[config.mk]
export PLATFORM = sky130hd
export DESIGN_NAME = pwin_ack_top
export DESIGN_NICKNAME = d
export VERILOG_FILES = /design/src/rtl/pwin_pkg.sv /design/src/rtl/pwin_control.sv /design/src/rtl/pwin_datapath.sv /design/src/rtl/pwin_ack_top.sv
export SDC_FILE = /design/constraint.sdc
export NUM_CORES = 1
export LEC_CHECK = 0
export ABC_AREA = 1
export BUFFER_PORTS_ARGS = -buffer_cell sky130_fd_sc_hd__buf_4
export CAP_MARGIN = 20
export CORE_MARGIN = 2
export CORE_UTILIZATION = 35
export CTS_CLUSTER_DIAMETER = 120
export CTS_CLUSTER_SIZE = 8
export DETAILED_ROUTE_END_ITERATION = 10
export GPL_TIMING_DRIVEN = 0
export PLACE_DENSITY = 0.8
export SLEW_MARGIN = 10
export SYNTH_ARGS = -nofsm -noshare
export SYNTH_HDL_FRONTEND = slang
export SYNTH_SLANG_ARGS = --single-unit
[constraint.sdc]
create_clock -name clk -period 2.5 [get_ports clk]
set_clock_uncertainty 0.15 [all_clocks]
set_input_delay 0.125 -clock clk [delete_from_list [all_inputs] [get_ports clk]]
set_output_delay 0.125 -clock clk [all_outputs]
set_load 0.01 [all_outputs]
[src/rtl/pwin_pkg.sv]
package pwin_pkg;
  typedef struct packed {
    logic start;   // first clock of an access: capture the decision
    logic finish;  // strobe released: drop the outputs
  } ctlStrobes_t;

  typedef enum logic {
    ST_IDLE = 1'b0,
    ST_BUSY = 1'b1
  } accState_t;
endpackage

[src/rtl/pwin_control.sv]
module pwin_control
  import pwin_pkg::*;
(
  input  logic        clk,
  input  logic        rstN,
  input  logic        accStrobe,
  output ctlStrobes_t strobes
);
  accState_t state;

  always_ff @(posedge clk or negedge rstN) begin
    if (!rstN) begin
      state <= ST_IDLE;
    end else begin
      case (state)
        ST_IDLE: if (accStrobe)  state <= ST_BUSY;
        ST_BUSY: if (!accStrobe) state <= ST_IDLE;
        default: state <= ST_IDLE;
      endcase
    end
  end

  always_comb begin
    strobes.start  = (state == ST_IDLE) && accStrobe;
    strobes.finish = (state == ST_BUSY) && !accStrobe;
  end

  // only one capture per strobe assertion
  p_single_start_r10: assert property (@(posedge clk) disable iff (!rstN)
    strobes.start |=> !strobes.start);
endmodule

[src/rtl/pwin_datapath.sv]
module pwin_datapath
  import pwin_pkg::*;
#(
  parameter int ADDR_W   = 24,
  parameter int WIN_BITS = 12,
  parameter int NUM_REGS = 8,
  parameter logic [NUM_REGS*WIN_BITS-1:0] REG_OFFSETS = {
    12'h012, 12'h010, 12'h00A, 12'h008, 12'h006, 12'h004, 12'h002, 12'h000},
  parameter logic [WIN_BITS-1:0] ARR_START = 12'hA00,
  parameter logic [WIN_BITS-1:0] BD_START  = 12'hC00
) (
  input  logic                   clk,
  input  logic                   rstN,
  input  logic [ADDR_W-2:0]      wordAddr,
  input  logic [ADDR_W-WIN_BITS-1:0] baseField,
  input  logic                   ctrlHeld,
  input  ctlStrobes_t            strobes,
  output logic                   hitQ,
  output logic                   dtackQ,
  output logic                   illegalQ
);
  localparam int OFF_W = WIN_BITS - 1;   // word offset width

  logic [OFF_W-1:0]    offWord;
  logic [NUM_REGS-1:0] matchVec;
  logic                inWindow;
  logic                inRegs;
  logic                inRam;
  logic                regImpl;
  logic                ackOk;

  assign offWord  = wordAddr[OFF_W-1:0];
  assign inWindow = (wordAddr[ADDR_W-2:OFF_W] == baseField);
  assign inRegs   = (offWord < ARR_START[WIN_BITS-1:1]);
  assign inRam    = !inRegs;

  for (genvar i = 0; i < NUM_REGS; i++) begin : g_regMatch
    assign matchVec[i] = (offWord == REG_OFFSETS[i*WIN_BITS+1 +: OFF_W]);
  end

  assign regImpl = |matchVec;
  // both RAM regions (from ARR_START and from BD_START) share the held gate
  assign ackOk   = inRegs ? regImpl : ctrlHeld;

  always_ff @(posedge clk or negedge rstN) begin
    if (!rstN) begin
      hitQ     <= 1'b0;
      dtackQ   <= 1'b0;
      illegalQ <= 1'b0;
    end else if (strobes.start) begin
      hitQ     <= inWindow;
      dtackQ   <= inWindow && ackOk;
      illegalQ <= inWindow && !ackOk;
    end else begin
      illegalQ <= 1'b0;
      if (strobes.finish) begin
        hitQ   <= 1'b0;
        dtackQ <= 1'b0;
      end
    end
  end

  // refusal is a single-clock pulse
  p_illegal_pulse_r6: assert property (@(posedge clk) disable iff (!rstN)
    illegalQ |=> !illegalQ);

  // locked RAM is refused at capture
  p_ram_locked_r4: assert property (@(posedge clk) disable iff (!rstN)
    (strobes.start && inWindow && inRam && !ctrlHeld) |=> (!dtackQ && illegalQ));

  // a hole below the RAM regions is never acknowledged
  p_hole_refused_r3: assert property (@(posedge clk) disable iff (!rstN)
    (strobes.start && inWindow && inRegs && !regImpl) |=> !dtackQ);

  // outside the window nothing is raised
  p_outside_quiet_r8: assert property (@(posedge clk) disable iff (!rstN)
    (strobes.start && !inWindow) |=> (!hitQ && !dtackQ && !illegalQ));

  // keep BD_START visible as the upper RAM region boundary
  initial assert (BD_START > ARR_START);
endmodule

[src/rtl/pwin_ack_top.sv]
module pwin_ack_top
  import pwin_pkg::*;
#(
  parameter int ADDR_W   = 24,
  parameter int WIN_BITS = 12,
  parameter int NUM_REGS = 8,
  parameter logic [NUM_REGS*WIN_BITS-1:0] REG_OFFSETS = {
    12'h012, 12'h010, 12'h00A, 12'h008, 12'h006, 12'h004, 12'h002, 12'h000}
) (
  input  logic                       clk,
  input  logic                       rstN,
  input  logic [ADDR_W-2:0]          wordAddr,
  input  logic                       accStrobe,
  input  logic [ADDR_W-WIN_BITS-1:0] baseField,
  input  logic                       ctrlHeld,
  output logic                       windowHit,
  output logic                       dtack,
  output logic                       illegalAccess
);
  ctlStrobes_t strobes;

  pwin_control u_control (
    .clk       (clk),
    .rstN      (rstN),
    .accStrobe (accStrobe),
    .strobes   (strobes)
  );

  pwin_datapath #(
    .ADDR_W      (ADDR_W),
    .WIN_BITS    (WIN_BITS),
    .NUM_REGS    (NUM_REGS),
    .REG_OFFSETS (REG_OFFSETS)
  ) u_datapath (
    .clk       (clk),
    .rstN      (rstN),
    .wordAddr  (wordAddr),
    .baseField (baseField),
    .ctrlHeld  (ctrlHeld),
    .strobes   (strobes),
    .hitQ      (windowHit),
    .dtackQ    (dtack),
    .illegalQ  (illegalAccess)
  );

  // acknowledge is withdrawn one clock after the strobe drops
  p_dtack_release_r7: assert property (@(posedge clk) disable iff (!rstN)
    (dtack && !accStrobe) |=> !dtack);

  // an acknowledge only exists inside the window
  p_ack_in_window_r1: assert property (@(posedge clk) disable iff (!rstN)
    dtack |-> windowHit);

  // never both answers at once
  p_exclusive_r6: assert property (@(posedge clk) disable iff (!rstN)
    !(dtack && illegalAccess));

  // acknowledge held while strobe held
  p_ack_held_r10: assert property (@(posedge clk) disable iff (!rstN)
    (dtack && accStrobe) |=> dtack);
endmodule

==> impl_metrics.ini <==
[clock_tree]
post_cts_buffers = 0
postCtsResizedCells = 0
root_buffer = clkbuf_4
cts_hold_buf = 2
clock-sinks = 4
clkTransAtPathRegs_ps = 30
cts_tree = built
clockBufferDepth = 2
clock_latency_ps = 230
cts_buffers = 3
cts_htree_levels = 1

[power]
seq_power_share = 0.269
power_leakage_nw = 0.5848
report.power.total_uw = 246.1
p_sw_frac = 0.2742
clockPowerShare = 0.313
internal_power_uw = 178.6
power.density_nw_per_um2 = 274.4
p_comb_frac = 0.418
p_switching_uw = 67.48
vdd_drop_max_mv = 0.1801

[die]
ioPinCount = 42
start_util = 0.3631
fp.dieW_microns = 43.07
core-area_sq_um = 1471
fp.dieArea_sq_um = 1855
die_h_microns = 43.07
rows = 14

[synthesis]
synth_common_cells = nand2_1 (41), inv_1 (24), nor2_1 (14), nand3_1 (6), dfrtp_1 (4)
ys.flop_type = dfrtp_1
synthCells = 104
synth_nets = 144
yosys.cell_count.top_type = nand2_1
synth_top_area_cell = nand2_1
ys_seq_elements = 4
syn_avg_cell_area_sq_um = 5.137
synth.area.top_cells = nand2_1 (29%), dfrtp_1 (19%), inv_1 (17%)
synth_enable_flop_cells = 0
synth_top_cell_area_share = 0.2881
synth-warning-count = 0
synth_area_sq_um = 534.3
synthDistinctLibCells = 15
synthArstFlopShare = 1.000
yosysSeqAreaShare = 0.1874

[finish]
nFillCells = 141
drive_above_1_share = 0.3221
antenna_cells = 0
final_core_util = 0.6097
instances_no_fill = 165
multi_input_area_sq_um = 344.1
seq_area_sq_um = 100.1
design_area_sq_um = 897.1
final_nets = 191
area_growth_pct = 67.92

[timing]
tightest_slew_ps = 182.6
clock.fmax_mhz = 733.1
min_period_over_period = 0.5456
worst_hold_slack_ps = 65.07
setup_tns_ps = 0
worst_slew_margin_rel = 0.8774
maxSlewViolCount = 0
setup_viol = 0
finalHoldViolations = 0
rsz0062_at_grt = no
worst_slack_ps = 1136
min_period_ps = 1364

[drt]
via_count = 705
vias_per_cell = 4.273
ant_nets = 0
drcViolationCount = 0
dr.pass1.iters = 4
wl_per_cell_microns = 7.588
routed_wirelength_microns = 1252
drt-initial-drc-count = 14

[worst_setup_path]
critPathLaunchType = input pin
critical_path_arrival_ps = 1330
path_max_fanout = 2
crit_type = input pin to flip-flop
end_kind = flip-flop
cp.required_ps = 2460

[hold_path]
hp-class = input pin to flip-flop

[place]
dp_slack_ps = 1268
port_buffers = 40
gp_congestion = 0.7998
dp.cells = 160
hpwl_microns = 1133
place_area_sq_um = 854.6

[outcome]
status = completed

[global_routing]
grt-ovfl-total = 0
grt_pass1_wl_microns = 2421
grt_usage = 0.1624
antenna_found_initial = 0
grt_pass1_vias = 693
grt_max_degree = 5

[run]
cap_violations = 0
-- path summary, 6_finish.rpt --
| check | slack (ps) | to | from | cells after the start |
|---|---|---|---|---|
| setup / recovery | 1140 | u_datapath.dtackQ | accStrobe | 9 |
| hold / removal | 70 | u_datapath.illegalQ | ctrlHeld | 4 |
| setup reg to reg | 1270 | u_datapath.dtackQ | u_control.state | 8 |
| hold reg to reg | 330 | u_datapath.hitQ | u_datapath.hitQ | 2 |
| max in group asynchronous | 2020 | u_datapath.dtackQ | rstN | 2 |
| min in group asynchronous | 80 | u_datapath.hitQ | rstN | 2 |
-- final cells by class --
cell class,count,share of cell area
Multi-Input combinational cell,76,0.3835
Timing Repair Buffer,42,0.3570
Sequential cell,4,0.1116
Inverter,24,0.1004
Clock buffer,3,0.02510
Tap cell,16,0.02232
-- placed cells by master, fill, tap and decap left out, drive strengths merged --
cell / synthesis / routed
nor3: 3 / 3
nor2: 17 / 17
xnor2: 2 / 2
clkbuf: 0 / 3
nand4: 2 / 2
dlygate4sd3: 0 / 2
nand3: 6 / 6
buf: 0 / 40
or2: 1 / 1
inv: 24 / 24
nand2: 42 / 42
nand3b: 1 / 1
dfrtp: 4 / 4
and2: 1 / 1
ha: 1 / 1
-- sequential cells by signal, indices dropped and copies added (netlist names) --
name,count
u_datapath.hitQ,1
u_datapath.dtackQ,1
u_control.state,1
u_datapath.illegalQ,1
-- routing by layer --
metal / up-vias / GRT usage / wire length [microns]
met5: - / 0 / 0
met4: 0 / 0.03636 / 0
met3: 0 / 0.02553 / 109
met2: 28 / 0.3061 / 627
met1: 284 / 0.1896 / 515
li1: 393 / - / -
-- critical path, cell delays in order --
cell	delay, ps
dlygate4sd3_1	530
buf_4	140
ha_1	200
nand2_1	70
nor2_1	40
nand2_1	70
nor2_2	40
nand4_1	60
nand2_1	50
-- cells by family after synthesis --
group	share of synthesized area
buffers and inverters	0.1686
adder cells (fa/ha/maj)	0.02342
flip-flops	0.1874
AND/OR/NAND/NOR	0.5879
XOR/XNOR	0.03279
-- power groups by stage --
| stage | sequential, mW | combinational (mW) | clock, mW |
|---|---|---|---|
| detailed placement | 0.0670 | 0.101 | 0 |
| floorplan | 0.0669 | 0.0447 | 0 |
| global placement | 0.0669 | 0.0990 | 0 |
| finish | 0.0662 | 0.103 | 0.0771 |
| global route | 0.0661 | 0.118 | 0.0853 |
| CTS | 0.0661 | 0.104 | 0.0807 |
(Power assumes the default switching activity.)
